**config.mk**
```make
export PLATFORM = sky130hd
export DESIGN_NAME = dram_bank_sched
export DESIGN_NICKNAME = d
export VERILOG_FILES = /design/src/rtl/dram_bank_sched.sv
export SDC_FILE = /design/constraint.sdc
export NUM_CORES = 1
export LEC_CHECK = 0
export ABC_AREA = 1
export BUFFER_PORTS_ARGS = -buffer_cell sky130_fd_sc_hd__buf_2
export CAP_MARGIN = 20
export CORE_MARGIN = 4
export CORE_UTILIZATION = 25
export CTS_CLUSTER_DIAMETER = 200
export DETAILED_ROUTE_END_ITERATION = 10
export MAX_ROUTING_LAYER = met4
export PLACE_DENSITY = 0.48
export SLEW_MARGIN = 30
export SYNTH_ARGS = -nofsm -noshare
export SYNTH_HDL_FRONTEND = slang
export SYNTH_SLANG_ARGS = --single-unit
```
**constraint.sdc**
```tcl
create_clock -name clk -period 26.5 [get_ports clk]
set_clock_uncertainty 0.05 [all_clocks]
set_input_delay 5.3 -clock clk [delete_from_list [all_inputs] [get_ports clk]]
set_output_delay 5.3 -clock clk [all_outputs]
set_load 0.1 [all_outputs]
```
**src/rtl/dram_bank_sched.sv**
```systemverilog
module dram_bank_sched #(
  parameter int NBANK   = 8,
  parameter int ROW_W   = 10,
  parameter int TAG_W   = 4,
  parameter int QDEPTH  = 8,
  parameter int T_RP    = 13,
  parameter int T_RCD   = 13,
  parameter int T_RTP   = 13,
  parameter int T_RC    = 39,
  parameter int T_CL    = 13,
  parameter int T_BURST = 4,
  localparam int BW     = $clog2(NBANK)
) (
  input  logic             clk,
  input  logic             rst_n,
  input  logic             req_valid,
  output logic             req_ready,
  input  logic [BW-1:0]    req_bank,
  input  logic [ROW_W-1:0] req_row,
  input  logic [TAG_W-1:0] req_tag,
  output logic [NBANK-1:0] cmd_pre,
  output logic [NBANK-1:0] cmd_act,
  output logic             cmd_cas,
  output logic [BW-1:0]    cmd_cas_bank,
  output logic             resp_valid,
  output logic [TAG_W-1:0] resp_tag
);
  localparam int QW    = $clog2(QDEPTH + 1);
  localparam int QIW   = $clog2(QDEPTH);
  localparam int CW    = $clog2(T_RC + 2);
  localparam int SW    = $clog2(QDEPTH + NBANK) + 2;
  localparam int HW    = $clog2(T_BURST + 1);
  localparam int T_RAS = T_RC - T_RP;
  localparam int RLAT  = T_CL + T_BURST;
  localparam logic [CW-1:0] SMAX = '1;

  typedef enum logic [1:0] {S_IDLE, S_PREQ, S_ACTW, S_RDY} bst_t;

  logic [BW-1:0]    q_bank [QDEPTH];
  logic [ROW_W-1:0] q_row  [QDEPTH];
  logic [TAG_W-1:0] q_tag  [QDEPTH];
  logic [SW-1:0]    q_seq  [QDEPTH];
  logic [QW-1:0]    q_cnt;
  logic [SW-1:0]    seq_now;

  bst_t             b_st   [NBANK];
  logic [CW-1:0]    b_cnt  [NBANK];
  logic [CW-1:0]    b_sact [NBANK];
  logic [CW-1:0]    b_scas [NBANK];
  logic             b_open [NBANK];
  logic [ROW_W-1:0] b_orow [NBANK];
  logic [ROW_W-1:0] b_row  [NBANK];
  logic [TAG_W-1:0] b_tag  [NBANK];
  logic [SW-1:0]    b_seq  [NBANK];

  logic [HW-1:0]    chan_cnt;
  logic [RLAT-1:0]  pipe_v;
  logic [TAG_W-1:0] pipe_tag [RLAT];

  logic             acc, dsp, d_hit, gany, gnt;
  logic [QIW-1:0]   sel;
  logic [QIW-1:0]   wr_idx;
  logic [BW-1:0]    gsel;
  logic [SW-1:0]    best;
  logic [NBANK-1:0] pre_v, act_v;

  assign req_ready = q_cnt < QW'(QDEPTH);
  assign acc       = req_valid && req_ready;
  assign wr_idx    = QIW'(q_cnt - QW'(dsp));

  always_comb begin
    dsp = 1'b0;
    sel = '0;
    for (int i = QDEPTH - 1; i >= 0; i--)
      if (QW'(i) < q_cnt && b_st[q_bank[i]] == S_IDLE) begin
        dsp = 1'b1;
        sel = QIW'(i);
      end
  end

  assign d_hit = b_open[q_bank[sel]] && (b_orow[q_bank[sel]] == q_row[sel]);

  always_comb begin
    for (int b = 0; b < NBANK; b++) begin
      pre_v[b] = (b_st[b] == S_PREQ) && (b_sact[b] >= CW'(T_RAS)) && (b_scas[b] >= CW'(T_RTP));
      act_v[b] = (b_st[b] == S_ACTW) && (b_cnt[b] == '0);
    end
  end

  always_comb begin
    gany = 1'b0;
    gsel = '0;
    best = '0;
    for (int b = 0; b < NBANK; b++)
      if (b_st[b] == S_RDY && b_cnt[b] == '0 &&
          (!gany || (seq_now - b_seq[b]) > best)) begin
        gany = 1'b1;
        gsel = BW'(b);
        best = seq_now - b_seq[b];
      end
  end

  assign gnt          = gany && (chan_cnt == '0);
  assign cmd_pre      = pre_v;
  assign cmd_act      = act_v;
  assign cmd_cas      = gnt;
  assign cmd_cas_bank = gsel;
  assign resp_valid   = pipe_v[RLAT-1];
  assign resp_tag     = pipe_tag[RLAT-1];

  always_ff @(posedge clk) begin
    if (!rst_n) begin
      q_cnt   <= '0;
      seq_now <= '0;
      for (int i = 0; i < QDEPTH; i++) begin
        q_bank[i] <= '0;
        q_row[i]  <= '0;
        q_tag[i]  <= '0;
        q_seq[i]  <= '0;
      end
    end else begin
      q_cnt <= q_cnt + QW'(acc) - QW'(dsp);
      for (int i = 0; i < QDEPTH - 1; i++)
        if (dsp && QIW'(i) >= sel) begin
          q_bank[i] <= q_bank[i+1];
          q_row[i]  <= q_row[i+1];
          q_tag[i]  <= q_tag[i+1];
          q_seq[i]  <= q_seq[i+1];
        end
      if (acc) begin
        q_bank[wr_idx] <= req_bank;
        q_row[wr_idx]  <= req_row;
        q_tag[wr_idx]  <= req_tag;
        q_seq[wr_idx]  <= seq_now;
        seq_now        <= seq_now + 1'b1;
      end
    end
  end

  always_ff @(posedge clk) begin
    if (!rst_n) begin
      for (int b = 0; b < NBANK; b++) begin
        b_st[b]   <= S_IDLE;
        b_cnt[b]  <= '0;
        b_sact[b] <= SMAX;
        b_scas[b] <= SMAX;
        b_open[b] <= 1'b0;
        b_orow[b] <= '0;
        b_row[b]  <= '0;
        b_tag[b]  <= '0;
        b_seq[b]  <= '0;
      end
    end else begin
      for (int b = 0; b < NBANK; b++) begin
        if (b_sact[b] != SMAX) b_sact[b] <= b_sact[b] + 1'b1;
        if (b_scas[b] != SMAX) b_scas[b] <= b_scas[b] + 1'b1;
        case (b_st[b])
          S_IDLE:
            if (dsp && q_bank[sel] == BW'(b)) begin
              b_row[b] <= q_row[sel];
              b_tag[b] <= q_tag[sel];
              b_seq[b] <= q_seq[sel];
              b_cnt[b] <= '0;
              b_st[b]  <= d_hit ? S_RDY : S_PREQ;
            end
          S_PREQ:
            if (pre_v[b]) begin
              b_st[b]   <= S_ACTW;
              b_cnt[b]  <= CW'(T_RP - 1);
              b_open[b] <= 1'b0;
            end
          S_ACTW:
            if (b_cnt[b] == '0) begin
              b_st[b]   <= S_RDY;
              b_cnt[b]  <= CW'(T_RCD - 1);
              b_open[b] <= 1'b1;
              b_orow[b] <= b_row[b];
              b_sact[b] <= CW'(1);
            end else begin
              b_cnt[b] <= b_cnt[b] - 1'b1;
            end
          S_RDY:
            if (b_cnt[b] != '0) begin
              b_cnt[b] <= b_cnt[b] - 1'b1;
            end else if (gnt && gsel == BW'(b)) begin
              b_st[b]   <= S_IDLE;
              b_scas[b] <= CW'(1);
            end
          default: b_st[b] <= S_IDLE;
        endcase
      end
    end
  end

  always_ff @(posedge clk) begin
    if (!rst_n) begin
      chan_cnt <= '0;
      pipe_v   <= '0;
      for (int i = 0; i < RLAT; i++) pipe_tag[i] <= '0;
    end else begin
      if (gnt) chan_cnt <= HW'(T_BURST - 1);
      else if (chan_cnt != '0) chan_cnt <= chan_cnt - 1'b1;
      pipe_v      <= {pipe_v[RLAT-2:0], gnt};
      pipe_tag[0] <= b_tag[gsel];
      for (int i = 1; i < RLAT; i++) pipe_tag[i] <= pipe_tag[i-1];
    end
  end
endmodule


```
==> flow_summary.ini, run 1 <==
[floorplanning]
io_pins = 46
die_height_um = 385
floorplan.die.width_um = 385
initial_standard_cell_utilization_of_the_core_pct = 25.1
die_ar_um2 = 148000
core_um2 = 141000
placement_rows = 138

[setup_path]
cpMostUsedCell = sky130_fd_sc_hd__nand2_1
worstSetupEndpointType = output pin
worstSetupPathType = reg -> out
critPathMaxFanout = 17
max_stage_delay_ps = 650
timing.critical_path.required_ps = 21150
crit_arrival_ps = 13850
cp-start-kind = flip-flop
slowest_stage_cell_cp = sky130_fd_sc_hd__o21ai_1

[logic_synthesis]
ys.warnings.count = 0
post_synth_inst_count = 3838
ys.flop_type = sky130_fd_sc_hd__edfxtp_1
netlist_area_pre_place_um2 = 35500
async_set_reset_flop_share_out_of_synthesis_pct = 0
count_of_flip_flops_with_a_built_in_enable_after_synthesis = 564
synth.yosys.seq_area_share_pct = 54.8
syn-mean-instance-area_um2 = 9.25
post_synth_num_cell_types = 64
postSynthRegisterBits = 690
syn_nets = 4009

[cells_and_area]
drive_above_1_share_pct = 7.79
syn_to_final_growth_pct = 14.2
final_cell_count_without_fillers = 5833
final_net_count = 4050
final_core_utilization_pct = 28.7
n_antenna_cell = 0

[timing]
maxClockFrequency_ghz = 0.0521
hold_viol_final = 0
finalMaxSlewViolations = 0
maxSlewHeadroom_pct = 34.8
min_period_over_period_pct = 72.5
tns_ps = 0
final-setup-viol-count = 0
tightest_slew_ps = 977
rsz0062_at_grt = no
post-route-min-period_ps = 19200

[placed_design]
dp.cells = 5688
count_of_port_buffers_added_during_placement = 45
routabilityCongestion = 0.841
hpwlAfterDp_um = 71100

[clock_tree]
ctsRootBufferMaster = sky130_fd_sc_hd__clkbuf_16
tritoncts = done
post-cts-setup-buffers = 0
clock_latency_ps = 670
numClockSinks = 690
post_cts_hold_buffer_count = 0
post_cts_resize_count = 0
clk_pin_slew_ps = 60
cts-buffers-inserted = 79
htree_levels = 3
ctsLongestPathBuffers = 3

[global_routing]
grt_start_max_net_pins = 71
antenna_found_initial = 0
grt_first_pass_wirelength_um = 159000
grt.total_usage_pct = 14.4
first_global_vias = 26100
grt-ovfl-total = 0

[job]
maxCapViolCount = 0

[route]
detail-route-antenna-nets = 0
routed-via-count = 26900
viasPerCell = 4.62
detail_route.drc_violations = 0
wire_length_per_cell_um = 18.1
wl_um = 106000
drt_iter0_drc = 2167
firstDrtPassIters = 8

[hold_path]
holdCritPathClass = reg -> reg

[outcome]
run_status = complete, no violations
## cell usage after synthesis (39+ instances only)
master,number,share of area [%]
sky130_fd_sc_hd__nand2_1,642,6.8
sky130_fd_sc_hd__nor3_1,61,0.86
sky130_fd_sc_hd__nor2_1,399,4.2
sky130_fd_sc_hd__xnor2_1,39,0.96
sky130_fd_sc_hd__dfxtp_1,126,7.1
sky130_fd_sc_hd__o22ai_1,109,1.9
sky130_fd_sc_hd__clkbuf_1,90,0.95
sky130_fd_sc_hd__xor2_1,77,1.9
sky130_fd_sc_hd__edfxtp_1,564,48
sky130_fd_sc_hd__inv_1,626,6.6
sky130_fd_sc_hd__nand3_1,227,3.2
sky130_fd_sc_hd__o21ai_0,246,3.5
sky130_fd_sc_hd__a21oi_1,146,2.1
sky130_fd_sc_hd__ha_1,142,5.0
## state kept, by name, summed over array words and instances, names as in the netlist, 48 cells and up
register,count
b_cnt,48
b_orow,80
b_row,80
pipe_tag,68
b_scas,48
q_row,80
b_seq,48
q_seq,48
b_sact,48
## layer usage
layer	routed length [µm]	vias to the layer above	track usage, %
li1	-	13000	-
met2	48000	755	22.6
met3	6980	158	2.97
met1	47900	13000	18.9
met5	0	-	-
met4	2730	0	4.01
## cell type report
| class | instances | area, µm² |
|---|---|---|
| sequential | 690 | 19500 |
| tap | 1890 | 2360 |
| clock buffer | 105 | 2150 |
| multi-input combinational | 2356 | 13000 |
| clock inverter | 40 | 437 |
| inverter | 650 | 2450 |
| fill | 15100 | 101000 |
| timing repair buffer | 102 | 663 |
## placed cells by master, fill, tap and decap left out, types with 109 or more instances in the layout
cell | synthesis | layout
sky130_fd_sc_hd__nor2_1 | 399 | 398
sky130_fd_sc_hd__edfxtp_1 | 564 | 564
sky130_fd_sc_hd__ha_1 | 142 | 142
sky130_fd_sc_hd__nand3_1 | 227 | 225
sky130_fd_sc_hd__o21ai_0 | 246 | 245
sky130_fd_sc_hd__nand2_1 | 642 | 635
sky130_fd_sc_hd__o22ai_1 | 109 | 109
sky130_fd_sc_hd__a21oi_1 | 146 | 146
sky130_fd_sc_hd__dfxtp_1 | 126 | 126
sky130_fd_sc_hd__inv_1 | 626 | 626
## logic make-up after synthesis
group,after synthesis,share of synthesized area (%)
and+or+nand+nor,1435,17.4
buffers and inverters,792,8.74
DFF,690,54.8
AOI/OAI and AO/OA,654,10.7
adders and majority gates,151,5.51
xor gates and xnor gates,116,2.86
## path summary, 6_finish.rpt
check / start / endpoint / slack [ps] / depth (start not counted)
worst max-delay path: seq_now[0]$_SDFFE_PN0P_ / cmd_cas_bank[2] / 7300 / 70
worst min-delay path: pipe_v[6]$_SDFF_PN0_ / pipe_v[7]$_SDFF_PN0_ / 340 / 2
worst max register to register: seq_now[0]$_SDFFE_PN0P_ / b_scas[0][6]$_SDFFCE_PP1P_ / 11920 / 74
worst min register to register: pipe_v[6]$_SDFF_PN0_ / pipe_v[7]$_SDFF_PN0_ / 340 / 2
## critical path: cells and delay by family (launching register included)
family | cells | cell delay, ps
compound gates | 34 | 5330
fa+ha+maj | 9 | 3120
simple gates | 22 | 3100
buf+inv | 5 | 1240
flops | 1 | 360
## through the flow
step	setup slack [ps]	area [µm²]	hold WS, ps
after CTS	7330	40500	337
after detailed placement	8090	37900	346
after floorplan	10170	35500	340
after global placement	8010	37900	343
final	7300	40500	342
after global routing	5870	40500	372
Power of run 1 is not shown: default switching activity piles up to over one toggle a cycle in this logic, so the estimate is an artifact.
==> run 2, diff against run 1 <==
- clock period: 26.5 -> 18.9 ns (I/O delays scaled with it)
==> flow_summary.ini, run 2 (synthesis gave the netlist of run 1 again) <==
[outcome]
run_status = complete, no violations

[placed_design]
hpwlAfterDp_um = 71200
count_of_port_buffers_added_during_placement = 45
dp.cells = 5688
routabilityCongestion = 0.841

[setup_path]
max_stage_delay_ps = 430
crit_arrival_ps = 13400
r2r_end = b_scas[0][8]$_SDFFCE_PN1P_
timing.critical_path.required_ps = 15070
cpMostUsedCell = sky130_fd_sc_hd__nand2_1
cp-start-kind = flip-flop
worstRegToRegCells = 74
critPathLaunch = seq_now[0]$_SDFFE_PN0P_
critPathMaxFanout = 17
worstSetupEndpointType = output pin
worst_setup_slack_for_register_to_register_paths_ps = 4780
r2r-start = seq_now[0]$_SDFFE_PN0P_
slowest_stage_cell_cp = sky130_fd_sc_hd__o21ai_2
worstSetupPathType = reg -> out

[global_routing]
antenna_found_initial = 1
grt.total_usage_pct = 14.4
first_global_vias = 26100
grt-ovfl-total = 0
grt_start_max_net_pins = 71
grt_first_pass_wirelength_um = 160000

[route]
detail_route.drc_violations = 0
wire_length_per_cell_um = 18.0
routed-via-count = 27000
viasPerCell = 4.62
drt_iter0_drc = 2172
firstDrtPassIters = 8
detail-route-antenna-nets = 0
wl_um = 105000

[cells_and_area]
layout_commonest_cell = sky130_fd_sc_hd__nand2_1
final_core_utilization_pct = 28.7
syn_to_final_growth_pct = 14.1
drive_above_1_share_pct = 7.74
final_cell_count_without_fillers = 5834
most-common-layout-cells = sky130_fd_sc_hd__nand2_1, sky130_fd_sc_hd__inv_1, sky130_fd_sc_hd__edfxtp_1
final_net_count = 4049
fillerInstances = 15100
largestRegisters = b_orow (80), b_row (80), q_row (80)

[hold_path]
holdCritPathClass = reg -> reg
holdPathStages = 2
hold_start = pipe_tag[0][60]$_SDFF_PN0_
worstHoldEndpoint = pipe_tag[0][64]$_SDFF_PN0_

[floorplanning]
initial_standard_cell_utilization_of_the_core_pct = 25.1
die_ar_um2 = 148000
floorplan.die.width_um = 385
io_pins = 46
placement_rows = 138
die_height_um = 385
core_um2 = 141000

[timing]
maxClockFrequency_ghz = 0.0581
tightest_slew_ps = 1060
post-route-min-period_ps = 17230
tns_ps = 0
final-setup-viol-count = 0
min_period_over_period_pct = 91.1
rsz0062_at_grt = no
hold_viol_final = 0
finalMaxSlewViolations = 0
maxSlewHeadroom_pct = 28.9

[clock_tree]
cts-buffers-inserted = 78
htree_levels = 3
clk_pin_slew_ps = 60
ctsRootBufferMaster = sky130_fd_sc_hd__clkbuf_16
post_cts_hold_buffer_count = 0
ctsLongestPathBuffers = 3
tritoncts = done
numClockSinks = 690
clock_latency_ps = 670

[job]
maxCapViolCount = 0
==> run 2: worst max-delay path by stage <==
stage | to | slack [ps] | cells after the start
5_1_grt | cmd_cas_bank[2] | 240 | 72
3_3_place_gp | cmd_cas_bank[2] | 1930 | 70
2_1_floorplan | cmd_cas_bank[0] | 4090 | 74
4_1_cts | cmd_cas_bank[2] | 1260 | 70
6_report | cmd_cas_bank[2] | 1670 | 70
3_5_place_dp | cmd_cas_bank[2] | 2060 | 70
==> run 2: cell type report <==
class                      count  area (µm²)  share of cell area [%]
sequential                   690       19500                    48.1
multi-input combinational   2356       13000                    32.1
antenna                        1        2.50                 0.00618
timing repair buffer         102         663                    1.64
tap                         1890        2360                    5.84
clock inverter                27         273                   0.674
clock buffer                 118        2280                    5.63
inverter                     650        2450                    6.05
==> run 2: worst max-delay path: cells and delay by family, from the launching register on <==
kind                     cells  cell delay, ps
buffers and inverters        5            1080
AND/OR/NAND/NOR             22            3100
adder cells (fa/ha/maj)      9            3000
AO/OA/AOI/OAI               34            5110
flip-flops                   1             390
==> run 2: stage by stage <==
stage	worst slack (ps)	cell area, µm²	hold slack (ps)
floorplan	4090	35500	340
global placement	1930	37900	343
detailed placement	2060	37900	348
CTS	1260	40500	359
global route	245	40500	373
finish	1670	40500	358
==> run 2: layer usage <==
layer  share of wire [%]  wire length (µm)  GRT usage (%)  vias up
met1                  46             48700           19.3    13100
li1                    -                 -              -    13000
met2                  46             48200           22.9      729
met3                 5.7              6020           2.33      152
met4                 2.0              2120           3.46        0
met5                   0                 0              -        -
==> run 2: repair_timing <==
action | in CTS | in global routing
resized for setup | 0 | 2
setup endpoints to repair | 0 | 2
setup buffers | 0 | 0
Power of run 2 is left out for the same reason.
